$ cat src/rtl/lvl_irq_pkg.sv
package lvl_irq_pkg;
    localparam int ADDR_W  = 8;
    localparam int DATA_W  = 32;
    localparam int BE_W    = DATA_W / 8;

    localparam logic [ADDR_W-1:0] OFS_MASK   = 8'h04;
    localparam logic [ADDR_W-1:0] OFS_PEND   = 8'h0C;
    localparam logic [ADDR_W-1:0] OFS_SINK_A = 8'h00;
    localparam logic [ADDR_W-1:0] OFS_SINK_B = 8'h14;

    typedef enum logic [1:0] {
        RSEL_NONE = 2'd0,
        RSEL_MASK = 2'd1,
        RSEL_PEND = 2'd2
    } rsel_e;
endpackage

$ cat src/rtl/lvl_irq_sync.sv
module lvl_irq_sync #(
    parameter int WIDTH  = 32,
    parameter int STAGES = 2
) (
    input  logic             clk,
    input  logic             rst_n,
    input  logic [WIDTH-1:0] raw_in,
    output logic [WIDTH-1:0] pend_q
);
    typedef struct packed {
        logic [STAGES-1:0][WIDTH-1:0] chain;
        logic [WIDTH-1:0]             pend;
    } sync_st_t;

    sync_st_t st_d, st_q;

    always_comb begin
        st_d = st_q;
        st_d.chain[0] = raw_in;
        for (int s = 1; s < STAGES; s++) begin
            st_d.chain[s] = st_q.chain[s-1];
        end
        st_d.pend = st_q.chain[STAGES-1];
    end

    always_ff @(posedge clk) begin
        if (!rst_n) st_q <= '0;
        else        st_q <= st_d;
    end

    assign pend_q = st_q.pend;

    AST_PEND_TRACK: assert property (@(posedge clk) disable iff (!rst_n)
        $past(rst_n) |-> pend_q == $past(st_q.chain[STAGES-1]));
endmodule

$ cat src/rtl/lvl_irq_regport.sv
module lvl_irq_regport
    import lvl_irq_pkg::*;
#(
    parameter int NUM_IRQ = 32
) (
    input  logic               clk,
    input  logic               rst_n,
    input  logic [ADDR_W-1:0]  bus_addr,
    input  logic               bus_wr,
    input  logic               bus_rd,
    input  logic [BE_W-1:0]    bus_be,
    input  logic [DATA_W-1:0]  bus_wdata,
    input  logic [NUM_IRQ-1:0] pend,
    output logic [NUM_IRQ-1:0] mask_q,
    output logic [DATA_W-1:0]  bus_rdata,
    output logic               bus_err
);
    typedef struct packed {
        logic [NUM_IRQ-1:0] mask;
        logic [DATA_W-1:0]  rdata;
        logic               err;
    } port_st_t;

    port_st_t st_d, st_q;
    logic     full_word;
    logic     wr_mask, wr_sink, wr_bad, rd_bad;
    rsel_e    rsel;

    always_comb begin
        full_word = &bus_be;
        rsel = RSEL_NONE;
        if (bus_rd && full_word) begin
            if (bus_addr == OFS_MASK)      rsel = RSEL_MASK;
            else if (bus_addr == OFS_PEND) rsel = RSEL_PEND;
        end
        rd_bad  = bus_rd && (rsel == RSEL_NONE);
        wr_mask = bus_wr && full_word && (bus_addr == OFS_MASK);
        wr_sink = bus_wr && full_word &&
                  ((bus_addr == OFS_SINK_A) || (bus_addr == OFS_SINK_B));
        wr_bad  = bus_wr && !(wr_mask || wr_sink);

        st_d = st_q;
        if (wr_mask) st_d.mask = bus_wdata[NUM_IRQ-1:0];
        case (rsel)
            RSEL_MASK: st_d.rdata = DATA_W'(st_q.mask);
            RSEL_PEND: st_d.rdata = DATA_W'(pend);
            default:   st_d.rdata = '0;
        endcase
        st_d.err = rd_bad || wr_bad;
    end

    always_ff @(posedge clk) begin
        if (!rst_n) st_q <= '0;
        else        st_q <= st_d;
    end

    assign mask_q    = st_q.mask;
    assign bus_rdata = st_q.rdata;
    assign bus_err   = st_q.err;

    AST_MASK_HOLD: assert property (@(posedge clk) disable iff (!rst_n)
        !(bus_wr && (&bus_be) && bus_addr == OFS_MASK) |=> $stable(mask_q));
    AST_BAD_READ_ZERO: assert property (@(posedge clk) disable iff (!rst_n)
        (bus_rd && bus_addr != OFS_MASK && bus_addr != OFS_PEND)
        |=> (bus_rdata == '0 && bus_err));
    AST_PARTIAL_FLAG: assert property (@(posedge clk) disable iff (!rst_n)
        ((bus_rd || bus_wr) && !(&bus_be)) |=> bus_err);
    AST_SINK_QUIET: assert property (@(posedge clk) disable iff (!rst_n)
        (bus_wr && !bus_rd && (&bus_be) &&
         (bus_addr == OFS_SINK_A || bus_addr == OFS_SINK_B))
        |=> (!bus_err && $stable(mask_q)));
endmodule

$ cat src/rtl/lvl_irq_combine.sv
module lvl_irq_combine #(
    parameter int NUM_IRQ = 32
) (
    input  logic               clk,
    input  logic               rst_n,
    input  logic [NUM_IRQ-1:0] mask,
    input  logic [NUM_IRQ-1:0] pend,
    output logic               req_q
);
    typedef struct packed {
        logic req;
    } comb_st_t;

    comb_st_t st_d, st_q;

    always_comb begin
        st_d     = st_q;
        st_d.req = |(mask & pend);
    end

    always_ff @(posedge clk) begin
        if (!rst_n) st_q <= '0;
        else        st_q <= st_d;
    end

    assign req_q = st_q.req;
endmodule

$ cat src/rtl/lvl_irq_ctrl.sv
module lvl_irq_ctrl
    import lvl_irq_pkg::*;
#(
    parameter int NUM_IRQ     = 32,
    parameter int SYNC_STAGES = 2
) (
    input  logic               clk,
    input  logic               rst_n,
    input  logic [ADDR_W-1:0]  bus_addr,
    input  logic               bus_wr,
    input  logic               bus_rd,
    input  logic [BE_W-1:0]    bus_be,
    input  logic [DATA_W-1:0]  bus_wdata,
    output logic [DATA_W-1:0]  bus_rdata,
    output logic               bus_err,
    input  logic [NUM_IRQ-1:0] irq_in,
    output logic               irq_req
);
    logic [NUM_IRQ-1:0] pend_q;
    logic [NUM_IRQ-1:0] mask_q;

    lvl_irq_sync #(.WIDTH(NUM_IRQ), .STAGES(SYNC_STAGES)) u_sync (
        .clk    (clk),
        .rst_n  (rst_n),
        .raw_in (irq_in),
        .pend_q (pend_q)
    );

    lvl_irq_regport #(.NUM_IRQ(NUM_IRQ)) u_regs (
        .clk       (clk),
        .rst_n     (rst_n),
        .bus_addr  (bus_addr),
        .bus_wr    (bus_wr),
        .bus_rd    (bus_rd),
        .bus_be    (bus_be),
        .bus_wdata (bus_wdata),
        .pend      (pend_q),
        .mask_q    (mask_q),
        .bus_rdata (bus_rdata),
        .bus_err   (bus_err)
    );

    lvl_irq_combine #(.NUM_IRQ(NUM_IRQ)) u_comb (
        .clk   (clk),
        .rst_n (rst_n),
        .mask  (mask_q),
        .pend  (pend_q),
        .req_q (irq_req)
    );

    AST_REQ_FOLLOWS: assert property (@(posedge clk) disable iff (!rst_n)
        $past(rst_n) |-> irq_req == ($past(mask_q & pend_q) != '0));
endmodule

$ cat config.mk
export PLATFORM = sky130hd
export DESIGN_NAME = lvl_irq_ctrl
export DESIGN_NICKNAME = d
export VERILOG_FILES = /design/src/rtl/lvl_irq_pkg.sv /design/src/rtl/lvl_irq_sync.sv /design/src/rtl/lvl_irq_regport.sv /design/src/rtl/lvl_irq_combine.sv /design/src/rtl/lvl_irq_ctrl.sv
export SDC_FILE = /design/constraint.sdc
export NUM_CORES = 1
export LEC_CHECK = 0
export ABC_AREA = 1
export BUFFER_PORTS_ARGS = -buffer_cell sky130_fd_sc_hd__buf_4
export CAP_MARGIN = 20
export CORE_ASPECT_RATIO = 0.75
export CORE_MARGIN = 4
export CORE_UTILIZATION = 45
export CTS_CLUSTER_SIZE = 30
export DETAILED_ROUTE_END_ITERATION = 10
export MAX_ROUTING_LAYER = met4
export PLACE_DENSITY_LB_ADDON = 0.12
export SYNTH_ARGS = -nofsm -noshare
export SYNTH_HDL_FRONTEND = slang
export SYNTH_SLANG_ARGS = --single-unit
$ cat constraint.sdc
create_clock -name clk -period 2 [get_ports clk]
set_clock_uncertainty 0.2 [all_clocks]
set_input_delay 0.1 -clock clk [delete_from_list [all_inputs] [get_ports clk]]
set_output_delay 0.1 -clock clk [all_outputs]
set_load 0.02 [all_outputs]
After elaboration in Yosys (flattened, before gate mapping)
Cells that the tools add are included.

operators by class
  bitwise gates (word level) = 1
  eq/ne operators = 5
  reductions and logical operators = 14
  muxes and demuxes = 4

operators with widths
  cell                number
  $pmux 32 s2         1
  $and 32x32->32      1
  $reduce_or 32->1    1
  $eq 8x3->1 const B  1
  $eq 8x4->1 const B  1
  $eq 8x5->1 const B  1
  $logic_not 8->1     1
  $logic_and 1x1->1   6
  $mux 2              3
  $reduce_and 4->1    1
  $logic_or 1x1->1    3
  $eq 2x1->1 const B  1
  $eq 2x2->1 const B  1
  $logic_not 2->1     1
  $logic_not 1->1     1

word-level totals
  flip-flop bits (word level) = 162
  word-level logic and storage cells = 31

Logic depth before layout (Yosys ltp)
Gate-level depths: netlist of run 1.

  word-level depth = 7
  mapped depth = 12
  depth with buffers taken out = 11

Hierarchy
Synthesis of run 1 repeated with hierarchy kept, for this count alone.

second synthesis, totals
  cell total of the unflattened synthesis = 752
  area, all modules = 5718.0 sq um

by module, submodules not included
  module           area an instance (sq um)  cells each  times used
  lvl_irq_sync     2760.1                    299         1
  lvl_irq_regport  2696.3                    388         1
  lvl_irq_combine  261.5                     65          1

Worst setup path before layout of run 1
Ideal clock, no wire load.

  kind = input-to-reg
  from = input bus_be[2]
  to = register u_regs.st_q (netlist bit u_regs.bus_rdata[10])
  cell stages on the path = 11
  data arrival time = 1.337 ns
  path slack = 0.331 ns
  cell sequence = nand2_1 > inv_1 > nand2_1 > inv_2 > nand2_1 > nor3_1 > inv_1 > ha_1 > nand2_1 > buf_1 > a21oi_1

on the way
  word-level cells in the longest chain between the ends = 5
  elaborated cells between the ends (all ways) = 6

RTL lines
  element                                          RTL line               RTL
  from (decl)                                      lvl_irq_ctrl.sv:12     input logic [BE_W-1:0] bus_be,
  $reduce_and 4->1 *                               lvl_irq_regport.sv:30  full_word = &bus_be;
  $logic_and 1x1->1 *                              lvl_irq_regport.sv:32  if (bus_rd && full_word) begin
  $mux 2 *                                         lvl_irq_regport.sv:32
  $eq 2x2->1 / $eq 2x1->1 (equally long branches)  lvl_irq_regport.sv:44  case (rsel)
  $pmux 32 s2 *                                    lvl_irq_regport.sv:44
  to (signal assigned)                             lvl_irq_regport.sv:54  else st_q <= st_d;
  to (decl)                                        lvl_irq_regport.sv:24  port_st_t st_d, st_q;

Mark *: on every way between the ends. The rest lies on a longest branch, timed or not.
A chain may end at the register's enable or synchronous reset.

Worst setup path after layout of run 1
  from = input bus_rd
  to = register u_regs.st_q (netlist bit u_regs.bus_err)

on the way
  word-level cells in the longest chain between the ends = 5

RTL lines
  element              RTL line               RTL
  from (decl)          lvl_irq_ctrl.sv:11     input logic bus_rd,
  $logic_and 1x1->1    lvl_irq_regport.sv:32
  $mux 2               lvl_irq_regport.sv:32
  $logic_not 2->1      lvl_irq_regport.sv:36  rd_bad = bus_rd && (rsel == RSEL_NONE);
  $logic_and 1x1->1 *  lvl_irq_regport.sv:36
  $logic_or 1x1->1 *   lvl_irq_regport.sv:49  st_d.err = rd_bad || wr_bad;

Marks and branches as above.

==> results by group, run 1 <==
Status
  – Status: finished, final reports clean

Critical path
  – Crit end category: flop
  – Worst setup SP type: primary input
  – CP cell instances: dlygate4sd3_1, buf_4, nand2_1, nor3_2, inv_1, ha_1, nand2_1, a21oi_1, dlygate4sd3_1
  – Slowest cell on the critical path: dlygate4sd3_1
  – Crit-path max cell delay: between 0.5 and 0.6 ns
  – Worst path arrival time: 1.92 ns
  – CP max FO: 2
  – FF-to-FF path depth: 6
  – Worst Setup Path Type: in -> reg
  – FF-to-FF End: u_comb.req_q
  – R2R Path Start: u_sync.pend_q[14]
  – Buf+Inv Stages, Crit Path: 4
  – CP Data Required Time: approximately 2.1 ns
  – Delay-heaviest family, CP: buffers and inverters
  – Worst reg2reg setup slack: roughly 0.8 ns

Clock network
  – Clk root buf: clkbuf_16
  – CTS sink count: 162
  – Post-CTS setup buffers: 0
  – Maximum clock path buffer count: 2
  – Clock-pin slew on the worst setup and hold paths: 0.06 ns
  – CTS tree: done
  – CTS buffer count: 17
  – Worst-skew pair later-pin latency: slightly above 0.4 ns
  – H-tree levels: 4

Floorplanning
  – Die width: ~130 µm
  – I/O pins: 114
  – Num rows: 34
  – Core area: between 10000 and 15000 µm²
  – Die area: 13700 µm²
  – Die Y: around 100 µm
  – Initial Util: between 40% and 50%

Finish
  – NumNets Final: about 960
  – Share of layout cells above drive strength 1: 28.9%
  – # fillers: 961
  – ANT cells: 0
  – Layout area overhead: 45.9%
  – Fin area: 7790 µm²

Routing
  – Remaining antenna violation count: 0
  – WL final: between 10000 and 15000 µm
  – WL/cell: 11.6 µm
  – Vias per cell: 4.30
  – # DRC: 0
  – Drt pass-1 iters: 4
  – Via Count: 4510
  – Iteration-0 DRC Markers: 269

Logic synthesis
  – Top_reg_cell synth: dfxtp_1
  – Number of synthesized flops with an enable pin: 0
  – Post-synthesis adder-cell area fraction: less than 1%
  – Post-synthesis mux area share: 0%
  – Register bit total from synthesis: 162
  – Largest cells by area after synthesis: dfxtp_1 61%, nand2_1 16%, inv_2 7.0%
  – Avg Inst Size Synth: 7.86 µm²
  – Post-synth cell types: 18
  – Sequential area share after synthesis: 60.7%
  – Top-count cell post-synth: nand2_1
  – Post-synthesis simple-gate area fraction: 22.0%
  – Post-synthesis net count: ~760
  – Synthesis Warnings: 0
  – Cells after synthesis: between 600 and 700
  – Yosys top cell by area: dfxtp_1
  – Synth top area share: 60.7%
  – Main combinational cell family by area after synthesis: simple AND/OR/NAND/NOR gates
  – Synth top cells by count: 225 x nand2_1, 162 x dfxtp_1, 99 x inv_2
  – Synth Area in Compound Gates: 6.33%
  – Post-Syn Area: roughly 5300 µm²
  – Async S/R FF share, synth: 0%
  – Xor/xnor share of the synthesized area: 0%

Global route
  – First-pass GRT wire length: 20200 µm
  – Initial antenna violation count: 0
  – Vias in the first global route: 4476
  – Largest net degree at the start of global routing: 44
  – Total gr overflow: 0
  – Total track usage: 19.2%

STA
  – Max transition margin: between 70 and 80%
  – Fin crit period: 1.82 ns
  – Final Max Slew Viols: 0
  – Worst-Margin Slew: approximately 0.38 ns
  – Count of final hold-check violations: 0
  – Setup violators final: 0
  – Period utilization: approximately nine tenths
  – TNS Setup: 0 ns
  – RSZ-0062 raised after global routing: false
  – Achievable frequency: 0.549 GHz

Power and ir drop
  – Max VDD drop: around 0.7 mV
  – PwrDens: 881 nW/µm²
  – Leakage Power: 0.00375 µW

Placement
  – Routability cong.: ~0.77
  – HPWL after DPL: 7320 µm
  – Port Buffers: 113
  – Cell Area, Placed: 6360 µm²

Worst hold path
  – Hold Crit Class: in -> reg
  – Min-delay src: bus_wr
  – WHS Endpoint: u_regs.mask_q[16]
  – Worst hold path stage count: 6

Job
  – Max Cap Viol: 0
[cells in the final DEF, fill, tap and decap left out, types with 7 or more instances in the layout]
master           n
nand2_1        225
clkbuf_16       17
inv_1            7
buf_4          116
o21ai_1         32
inv_2           99
a21oi_1         34
nor2_1          80
dfxtp_1        162
dlygate4sd3_1   83
[worst min-delay path, cell delays in order]
cell and delay [ns]:
buf_4 0.11, inv_1 0.04, nor3_1 0.05, nand2_2 0.23, o21ai_1 0.09, nor2_1 0.07
[metrics by stage]
step | instances | setup slack (ns) | power [µW] | hold WS, ns | utilization [%]
6_report | 1048 | 0.179 | 6860 | 0.119 | 67.1
5_1_grt | 1048 | 0.0535 | 7110 | 0.180 | 67.1
4_1_cts | 1048 | 0.111 | 6920 | 0.108 | 67.0
3_5_place_dp | 933 | 0.177 | 3680 | 0.0926 | 54.8
3_3_place_gp | 933 | 0.261 | 3670 | 0.0893 | 54.8
2_1_floorplan | 679 | 0.331 | 3520 | 0.00743 | -
[worst max-delay path by stage]
stage | startpoint | to | slack (ns) | cells past startpoint
CTS | bus_rd | u_regs.bus_err | 0.11 | 9
finish | bus_rd | u_regs.bus_err | 0.18 | 9
global route | bus_addr[1] | u_regs.mask_q[10] | 0.05 | 9
detailed placement | bus_addr[1] | u_regs.bus_rdata[12] | 0.18 | 9
global placement | bus_addr[1] | u_regs.bus_rdata[9] | 0.26 | 9
floorplan | bus_be[2] | u_regs.bus_rdata[10] | 0.33 | 11
[per-layer routing]
layer / vias to the layer above / share of wire, % / track usage, %
li1: 2390 / - / -
met1: 1987 / 44 / 22.2
met2: 119 / 49 / 32.9
met3: 14 / 5.5 / 4.38
met4: 0 / 1.4 / 7.27
met5: - / 0 / -
[power breakdown]
part | switching [µW] | leakage, µW | total [µW] | internal, µW
registers | 22.8 | 0.00132 | 3330 | 3310
logic | 158 | 0.00215 | 413 | 255
clock network | 1340 | 0.000275 | 3120 | 1790
[kinds of logic after synthesis]
group | after synthesis
flops | 162
buf+inv | 136
simple gates | 311
fa+ha+maj | 3
compound gates | 67
[area by class of cell]
cell class	count	area (µm²)	area share (%)
flip-flops and latches	162	3240	41.6
repair buffers	204	1790	23.0
multi-input cells	381	1560	20.0
clock buffers	18	439	5.64
inverters	107	407	5.22
well taps	162	203	2.60
clock inverters	14	149	1.91
[repair_timing]
item                                   CTS  global route
setup endpoints to repair                0             2
hold buffers                            83             0
resized for setup                        0             2
endpoints found under the hold margin   80             0
[flip-flops by register name (all words and copies together) (netlist names)]
register,cells
u_regs.mask_q,32
u_regs.bus_rdata,32
u_comb.req_q,1
u_regs.bus_err,1
u_sync.st_d,64
u_sync.pend_q,32
(Power assumes the default switching activity.)
==> inputs of run 2 (changes only) <==
- SYNTH_HIERARCHICAL: default -> 1
==> results by group, run 2 <==
Logic synthesis
  – Synthesis Warnings: 6 (+6)
  – Register bit total from synthesis: 162 (unchanged)
  – Synth top cells by count: 248 x nand2_1, 162 x dfxtp_1, 127 x inv_1
  – Top_reg_cell synth: dfxtp_1
  – Sequential area share after synthesis: 56.7% (-4.0 points)
  – Post-Syn Area: 5720 µm² (+7.1%)
  – Yosys top cell by area: dfxtp_1
  – Async S/R FF share, synth: 0% (unchanged)
  – Number of synthesized flops with an enable pin: 0 (unchanged)
  – Synth top area share: 56.7% (-4.0 points)
  – Avg Inst Size Synth: 7.60 µm² (-3.3%)
  – Largest cells by area after synthesis: dfxtp_1 57%, nand2_1 16%, inv_1 8.3%
  – Post-synth cell types: 19 (+1)
  – Post-synthesis net count: 835 (+9.6%)
  – Cells after synthesis: 752 (+11%)
  – Top-count cell post-synth: nand2_1

Floorplanning
  – Initial Util: 46.3% (+0.32 points)
  – Num rows: 35 (+2.9%)
  – Die Y: 106 µm (+3.2%)
  – I/O pins: 114 (unchanged)
  – Die area: 14600 µm² (+6.6%)
  – Core area: 12300 µm² (+6.3%)
  – Die width: 138 µm (+3.3%)

STA
  – Count of final hold-check violations: 0 (unchanged)
  – TNS Setup: 0 ns (unchanged)
  – Fin crit period: 1.88 ns (+0.0594 ns)
  – Max transition margin: 74.8% (+0.32 points)
  – Final WS setup: 0.120 ns (-0.0594 ns)
  – Period utilization: 94.0% (+3.0 points)
  – Worst-Margin Slew: 0.378 ns (-0.00484 ns)
  – RSZ-0062 raised after global routing: false
  – Hold_ws: 0.0624 ns (-0.0567 ns)
  – Final Max Slew Viols: 0 (unchanged)
  – Achievable frequency: 0.532 GHz (-3.2%)
  – Setup violators final: 0 (unchanged)

Routing
  – Vias per cell: 4.29 (-0.21%)
  – Top sig layer: met4
  – Routed met1 length: 6480 µm (+23%)
  – WL final: 13300 µm (+9.8%)
  – WL/cell: 11.8 µm (+2.3%)
  – Via Count: 4831 (+7.1%)
  – Routed wl met2: 5880 µm (-2.1%)
  – Drt pass-1 iters: 4 (unchanged)
  – Routed met3 length: 743 µm (+11%)
  – # DRC: 0 (unchanged)
  – Iteration-0 DRC Markers: 251 (-6.7%)
  – Remaining antenna violation count: 0 (unchanged)

Critical path
  – Worst Setup Path Type: in -> reg
  – CP max FO: 2 (unchanged)
  – Worst setup SP type: primary input
  – CP Data Required Time: 2.09 ns (about the same)
  – Crit end category: flop
  – Worst path arrival time: 1.97 ns (+0.05 ns)

Placement
  – Placed cells: 1006 (+7.8%)
  – HPWL after DPL: 8130 µm (+11%)
  – Port Buffers: 113 (unchanged)
  – Routability cong.: 0.776 (+1.2%)
  – Setup WS pre-CTS: 0.202 ns (+0.0254 ns)

Clock network
  – CTS tree: done
  – Maximum clock path buffer count: 2 (unchanged)
  – H-tree levels: 4 (unchanged)
  – Clk root buf: clkbuf_16
  – CTS sink count: 162 (unchanged)
  – Worst-skew pair later-pin latency: 0.41 ns (about the same)
  – CTS buffer count: 17 (unchanged)
  – Clock-pin slew on the worst setup and hold paths: 0.06 ns (about the same)
  – Post-CTS setup buffers: 0 (unchanged)

Finish
  – Share of layout cells above drive strength 1: 19.3% (-9.6 points)
  – Most frequent cells in the layout: 248 x nand2_1, 162 x dfxtp_1, 127 x inv_1
  – ANT cells: 0 (unchanged)
  – Post-Layout Cell Count: 1125 (+7.3%)
  – Max FFs per register: 64 (unchanged)
  – NumNets Final: 1029 (+7.6%)
  – # fillers: 1046 (+8.8%)
  – Most common cell after layout, fill and taps aside: nand2_1
  – Layout Utilization: 65.7% (-1.3 points)
  – Layout area overhead: 42.0%

Job
  – Max Cap Viol: 0 (unchanged)

Status
  – Status: finished, final reports clean

Global route
  – Total track usage: 19.6% (+0.42 points)
  – First-pass GRT wire length: 22600 µm (+12%)
  – Vias in the first global route: 4719 (+5.4%)
  – Total gr overflow: 0 (unchanged)
  – Initial antenna violation count: 0 (unchanged)
  – Largest net degree at the start of global routing: 65 (+48%)

Power and ir drop
  – Max VDD drop: 0.564 mV (-20%)
  – PwrDens: 827 nW/µm² (-6.1%)
  – Leakage Power: 0.00425 µW (+13%)

Worst hold path
  – Hold Crit Class: in -> reg
run 2: per-layer routing:
metal  global-route usage (%)  up-vias
met1                     25.3     2090
met4                     7.55        0
met3                     4.72       21
met2                     29.9      153
met5                        -        -
li1                         -     2567
run 2: what timing repair did:
item	in CTS	in global routing
endpoints found under the setup margin	0	1
hold buffers	87	0
resized for setup	0	3
hold endpoints to repair	65	0
run 2: cell type report:
type / instances / area (µm²) / area share [%]
clock buffers: 18 / 439 / 5.41
clock inverters: 14 / 108 / 1.33
inverters: 141 / 534 / 6.58
multi-input cells: 416 / 1730 / 21.3
flip-flops and latches: 162 / 3240 / 39.9
well taps: 166 / 208 / 2.56
repair buffers: 208 / 1850 / 22.8
run 2: final timing paths:
| kind | endpoint | start | cells after the start | slack (ns) |
|---|---|---|---|---|
| setup / recovery | u_regs/bus_err | bus_wr | 6 | 0.12 |
| hold / removal | u_sync/pend_q[7] | rst_n | 4 | 0.06 |
| setup reg to reg | u_comb/req_q | u_regs/mask_q[16] | 6 | 0.78 |
| hold reg to reg | u_sync/pend_q[30] | u_sync/st_d[30] | 2 | 0.20 |
run 2: cells by family (layout without fill, tap and decap cells):
group,Yosys count,in the layout,synth area share (%)
AO/OA/AOI/OAI,35,35,3.06
flip-flops,162,162,56.7
buffers and inverters,174,381,13.0
adder cells (fa/ha/maj),3,3,0.657
AND/OR/NAND/NOR,378,378,26.6
run 2: power breakdown:
group / internal (µW) / switching [µW]
logic: 265 / 167
clock network: 1630 / 1320
registers: 3310 / 25.8
total: 5210 / 1510
run 2: critical path, stage by stage:
cell,delay (ns)
dlygate4sd3_1,0.53
buf_4,0.14
nand2_1,0.05
dlygate4sd3_1,0.54
a21oi_1,0.05
dlygate4sd3_1,0.55
run 2: per-stage QoR:
step / cell area (µm²) / total power [µW]
6_report: 8120 / 6720
5_1_grt: 8120 / 6950
4_1_cts: 8110 / 6770
3_5_place_dp: 6700 / 3700
3_3_place_gp: 6700 / 3690
2_1_floorplan: 5720 / 3540
